File: src/rtl/rst_emu_pkg.sv
package rst_emu_pkg;

    typedef enum logic [1:0] {
        DRV_NORMAL = 2'b00,
        DRV_WEAK   = 2'b01,
        DRV_FLOAT  = 2'b10
    } drive_e;

    typedef struct packed {
        logic rst;
        logic ale;
        logic psen;
    } pins_t;

    // Drive code for port idx given the emulation flag.
    function automatic drive_e port_drive(int unsigned idx, logic emu);
        if (!emu)
            return DRV_NORMAL;
        return (idx == 0) ? DRV_FLOAT : DRV_WEAK;
    endfunction

    // Strap condition sampled at reset release.
    function automatic logic strap_requests_emu(logic ale_lvl, logic psen_lvl);
        return !ale_lvl && psen_lvl;
    endfunction

endpackage

File: src/rtl/rst_emu_sync.sv
module rst_emu_sync #(
    parameter int W      = 3,
    parameter int STAGES = 2
) (
    input  logic         clk,
    input  logic [W-1:0] d,
    output logic [W-1:0] q
);
    logic [STAGES-1:0][W-1:0] stage_q;

    always_ff @(posedge clk) begin
        stage_q[0] <= d;
    end

    for (genvar s = 1; s < STAGES; s++) begin : g_stage
        always_ff @(posedge clk) begin
            stage_q[s] <= stage_q[s-1];
        end
    end

    assign q = stage_q[STAGES-1];
endmodule

File: src/rtl/rst_emu_qual.sv
module rst_emu_qual #(
    parameter int HOLD_CYCLES = 24
) (
    input  logic clk,
    input  logic pin_s,
    output logic qual,
    output logic release_p
);
    localparam int CW = $clog2(HOLD_CYCLES + 1);
    localparam logic [CW-1:0] HOLD_C = CW'(HOLD_CYCLES);

    logic [CW-1:0] hold_cnt;

    // Saturating count of consecutive high cycles; restarts on any low.
    always_ff @(posedge clk) begin
        if (!pin_s)
            hold_cnt <= '0;
        else if (hold_cnt != HOLD_C)
            hold_cnt <= hold_cnt + 1'b1;
    end

    assign qual      = (hold_cnt == HOLD_C);
    assign release_p = qual && !pin_s;

    AST_QUAL_NEEDS_PIN: assert property (@(posedge clk) disable iff (!pin_s)
        $rose(qual) |-> $past(pin_s));
    AST_LOW_DROPS_QUAL: assert property (@(posedge clk) disable iff (pin_s)
        !pin_s |=> !qual);
    AST_FALL_ONLY_LOW: assert property (@(posedge clk) disable iff (pin_s)
        $fell(qual) |-> !pin_s);
endmodule

File: src/rtl/rst_emu_strap.sv
module rst_emu_strap
    import rst_emu_pkg::*;
(
    input  logic clk,
    input  logic pin_s,
    input  logic qual,
    input  logic release_p,
    input  logic ale_s,
    input  logic psen_s,
    output logic emu
);
    always_ff @(posedge clk) begin
        if (release_p)
            emu <= strap_requests_emu(ale_s, psen_s);
        else if (qual)
            emu <= 1'b0;
    end

    AST_EMU_NEEDS_STRAP: assert property (@(posedge clk) disable iff (pin_s)
        $rose(emu) |-> $past(!ale_s && psen_s));
    AST_EMU_STEADY: assert property (@(posedge clk) disable iff (qual)
        !$past(qual) |-> $stable(emu));
    AST_EMU_CLEARED: assert property (@(posedge clk) disable iff (!pin_s)
        qual && pin_s |=> !emu);
endmodule

File: src/rtl/rst_emu_pads.sv
module rst_emu_pads
    import rst_emu_pkg::*;
#(
    parameter int NUM_PORTS = 4
) (
    input  logic                   emu,
    output logic [2*NUM_PORTS-1:0] port_drv,
    output logic [1:0]             ale_drv,
    output logic [1:0]             psen_drv
);
    for (genvar p = 0; p < NUM_PORTS; p++) begin : g_port
        assign port_drv[2*p +: 2] = port_drive(p, emu);
    end

    assign ale_drv  = emu ? DRV_WEAK : DRV_NORMAL;
    assign psen_drv = emu ? DRV_WEAK : DRV_NORMAL;
endmodule

File: src/rtl/rst_emu_ctrl.sv
module rst_emu_ctrl
    import rst_emu_pkg::*;
#(
    parameter int HOLD_CYCLES = 24,
    parameter int SYNC_STAGES = 2,
    parameter int NUM_PORTS   = 4
) (
    input  logic                   clk_osc,
    input  logic                   rst_pin,
    input  logic                   ale_pin,
    input  logic                   psen_pin,
    output logic                   core_rst,
    output logic                   emu_mode,
    output logic [2*NUM_PORTS-1:0] port_drv,
    output logic [1:0]             ale_drv,
    output logic [1:0]             psen_drv
);
    localparam int PW = $bits(pins_t);

    pins_t raw_pins, sync_pins;
    logic  qual, release_p;

    assign raw_pins = '{rst: rst_pin, ale: ale_pin, psen: psen_pin};

    rst_emu_sync #(.W(PW), .STAGES(SYNC_STAGES)) u_sync (
        .clk (clk_osc),
        .d   (raw_pins),
        .q   (sync_pins)
    );

    rst_emu_qual #(.HOLD_CYCLES(HOLD_CYCLES)) u_qual (
        .clk       (clk_osc),
        .pin_s     (sync_pins.rst),
        .qual      (qual),
        .release_p (release_p)
    );

    rst_emu_strap u_strap (
        .clk       (clk_osc),
        .pin_s     (sync_pins.rst),
        .qual      (qual),
        .release_p (release_p),
        .ale_s     (sync_pins.ale),
        .psen_s    (sync_pins.psen),
        .emu       (emu_mode)
    );

    rst_emu_pads #(.NUM_PORTS(NUM_PORTS)) u_pads (
        .emu      (emu_mode),
        .port_drv (port_drv),
        .ale_drv  (ale_drv),
        .psen_drv (psen_drv)
    );

    assign core_rst = qual;

    AST_EMU_PADS: assert property (@(posedge clk_osc) disable iff (core_rst)
        emu_mode |-> (port_drv[1:0] == 2'b10) && (ale_drv == 2'b01) && (psen_drv == 2'b01));
endmodule

File: config.mk
export PLATFORM = sky130hd
export DESIGN_NAME = rst_emu_ctrl
export DESIGN_NICKNAME = d
export VERILOG_FILES = /design/src/rtl/rst_emu_pkg.sv /design/src/rtl/rst_emu_sync.sv /design/src/rtl/rst_emu_qual.sv /design/src/rtl/rst_emu_strap.sv /design/src/rtl/rst_emu_pads.sv /design/src/rtl/rst_emu_ctrl.sv
export SDC_FILE = /design/constraint.sdc
export NUM_CORES = 1
export LEC_CHECK = 0
export BUFFER_PORTS_ARGS = -buffer_cell sky130_fd_sc_hd__buf_2
export CAP_MARGIN = 20
export CORE_AREA = 2 2 39 41
export DETAILED_ROUTE_END_ITERATION = 7
export DIE_AREA = 0 0 41 43
export PLACE_DENSITY_LB_ADDON = 0.05
export SKIP_CTS_REPAIR_TIMING = 1
export SLEW_MARGIN = 20
export SYNTH_ARGS = -nofsm -noshare
export SYNTH_HDL_FRONTEND = slang
export SYNTH_SLANG_ARGS = --single-unit
File: constraint.sdc
create_clock -name clk_osc -period 3.2 [get_ports clk_osc]
set_input_delay 0.32 -clock clk_osc [delete_from_list [all_inputs] [get_ports clk_osc]]
set_output_delay 0.32 -clock clk_osc [all_outputs]
set_load 0.02 [all_outputs]
==> summary.md <==
| Metric | Value |
|---|---|
| TritonCTS clock tree | yes |
| Post-synthesis simple-gate area fraction | 17.4% |
| Placed cell areas | 522 sq um |
| Die Ht | 43 um |
| Antenna Nets Post-Route | 0 |
| Pin count of the biggest net entering global routing | 11 |
| CP Data Arrival Time | 1390 ps |
| Initial Util | 38.5% |
| Final Hold Fails | 0 |
| DR iter-0 viols | 1 |
| GRT overflow | 0 |
| Combinational fraction of design power | 6.3% |
| Crit Path Class | register to primary output |
| Port Buffers | 11 |
| Die width | 41 um |
| Ports | 18 |
| Layout cells sized above 1 | 31.6% |
| WHS | 158 ps |
| Global-route wire length before repair | 1.04 mm |
| Pins Over Slew Limit | 0 |
| Clock Pin Slew Worst Setup and Hold Paths | 70 ps |
| Netlist cell types | 18 |
| Worst-Skew Late Latency | 260 ps |
| GRT Total Usage | 9.00% |
| Crit path max fanout | 5 |
| Synthesized area | 533 sq um |
| Worst Hold Class | primary input to register |
| Seq. cell area | 250 sq um |
| H-tree depth | 1 |
| Async SR Flop Fraction | 0% |
| Post-synthesis mux area share | 7.51% |
| Post-detail-place hpwl | 534 um |
| Root Driver | clkbuf_4 |
| Adder-cell share of the synthesized area | 4.69% |
| Final Cycle Share | 53.5% |
| Final setup fails | 0 |
| Core area | 1380 sq um |
| Sink Count | 12 |
| Number of global-route vias before repair | 273 |
| Drt drc | 0 |
| Pint | 0.235 mW |
| Area grow syn2layout | 4.69% |
| Pre-antenna DRT Iters | 2 |
| Post-synth top area share | 41.3% |
| Setup TNS | 0 ps |
| Post-synth EDFFs | 1 |
| Sw Ratio | 21.2% |
| Reg power frac | 55.2% |
| Drt total wl | 673 um |
| Worst setup EP type | primary output |
| DR vias | 323 |
| Largest family of logic cells by synthesized area | buffers and inverters |
| Main synth FF type | dfxtp_1 |
| Routability cong. | 0.678 |
| Commonest cells post-synth | 12 x buf_4, 11 x dfxtp_1, 5 x nand2_1, 4 x mux2i_1, 3 x nand2b_1 |
| Clock share of power | 38.5% |
| Worst-case clock buffer depth | 2 |
| Sequential share of the synthesized area | 46.9% |
| Net count, final | 64 |
| Syn avg cell area | 10.5 sq um |
| Drt wl/cell | 9.22 um |
| Worst vdd ir | 0.278 mV |
| Critical path cell sequence | inv_1 -> ha_1 -> and4b_1 -> buf_2 |
| Fillers | 143 |
| Critical path's largest stage delay | 400 ps |
| Die ar. | 1760 sq um |
| Status | complete, no violations |
| Cell accounting for the most synthesized area | dfxtp_1 |
| Sw power | 0.0633 mW |
| Dominant cells by area after synthesis | dfxtp_1 41%, buf_4 17%, mux2i_1 7.5%, edfxtp_1 5.6%, ha_1 4.7% |
| Leak | 0.283 nW |
| Drt via density | 4.42 |
| Cell row count | 14 |
| Setup Skew | 2.36 ps |
| PwrDens | 534 nW/um^2 |
| Minimum clock period after layout | 1710 ps |
| Total CTS buffers | 3 |
| Crit path launch type | register |
| RSZ-0062 raised after global routing | false |
| Synth Instances | 51 |
| Final core occ | 40.3% |
| Antenna violations before repair | 0 |
| Slowest-stage cell, CP | dfxtp_1 |
| Max Cap Violations | 0 |
| Peak Freq | 585 MHz |
| Ys Warns | 0 |
| Post-Synth XOR/XNOR Area | 1.64% |
| Finished Cell Area | 558 sq um |
| Synth Area in Compound Gates | 0% |
| Multi-input logic area | 189 sq um |
| Worst path required time | 2880 ps |
| Diode count | 0 |
| Most numerous cell in the Yosys netlist | buf_4 |
| Yosys reg bits | 12 |
## placed cells by master, fill, tap and decap left out, drive strengths merged
cell type and count:
and3 1, and4b 2, buf 11, clkbuf 4, conb 6, dfxtp 11
edfxtp 1, ha 2, inv 2, mux2i 4, nand2 5, nand2b 3
nand3 2, nor2 1, nor3b 1, xnor2 1
## power by group through the flow
| stage | Clock, mW | Combinational, mW | Sequential, mW |
|---|---|---|---|
| 3_5_place_dp | 0 | 0.0187 | 0.168 |
| 4_1_cts | 0.120 | 0.0189 | 0.165 |
| 5_1_grt | 0.129 | 0.0217 | 0.166 |
| 2_1_floorplan | 0 | 0.0227 | 0.165 |
| 6_report | 0.115 | 0.0187 | 0.164 |
| 3_3_place_gp | 0 | 0.0181 | 0.167 |
## through the flow
step,power (mW),cells,setup slack (ps)
global placement,0.186,69,1830
global route,0.316,73,1400
detailed placement,0.187,69,1780
CTS,0.303,73,1470
floorplan,0.188,56,1840
finish,0.298,73,1490
## kinds of logic (layout without fill, tap and decap cells)
| family | Yosys count | count (layout) |
|---|---|---|
| other | 1 | 6 |
| adders and majority gates | 2 | 2 |
| buffers and inverters | 16 | 17 |
| muxes | 4 | 4 |
| and+or+nand+nor | 15 | 15 |
| xor gates and xnor gates | 1 | 1 |
| DFF | 12 | 12 |
## sequential cells by signal (all words and copies together) (netlist names)
signal           cells
u_sync.stage_q       3
u_strap.emu          1
u_sync.q             3
u_qual.hold_cnt      5
## worst max-delay path: cells and delay by family (launching register included)
family / cells / cell delay, ps
adders and majority gates: 1 / 200
buffers and inverters: 2 / 250
DFF: 1 / 400
and+or+nand+nor: 1 / 280
## routing by layer
layer / global-route usage [%] / wire [um] / up-vias
li1: - / - / 156
met1: 8.88 / 244 / 149
met2: 14.7 / 358 / 16
met3: 1.57 / 60 / 2
met4: 8.00 / 10 / 0
met5: 0 / 0 / -
## cell type report
type | instances | area share [%]
multi-input combinational | 28 | 33.9
clock buffer | 4 | 6.50
tap | 16 | 3.59
sequential | 12 | 44.8
inverter | 2 | 1.35
timing repair buffer | 11 | 9.87
## path summary, 6_finish.rpt
check | start | to | slack [ps] | cells past startpoint
min | ale_pin | u_sync.stage_q[1]$_DFF_P_ | 160 | 1
max | u_qual.hold_cnt[0]$_SDFFE_PN0N_ | core_rst | 1490 | 4
min reg2reg | u_sync.stage_q[0]$_DFF_P_ | u_sync.q[0]$_DFF_P_ | 330 | 0
max reg2reg | u_qual.hold_cnt[0]$_SDFFE_PN0N_ | u_strap.emu$_SDFFCE_PN0P_ | 1800 | 4
Note: power is estimated with default switching activity, not from simulation.
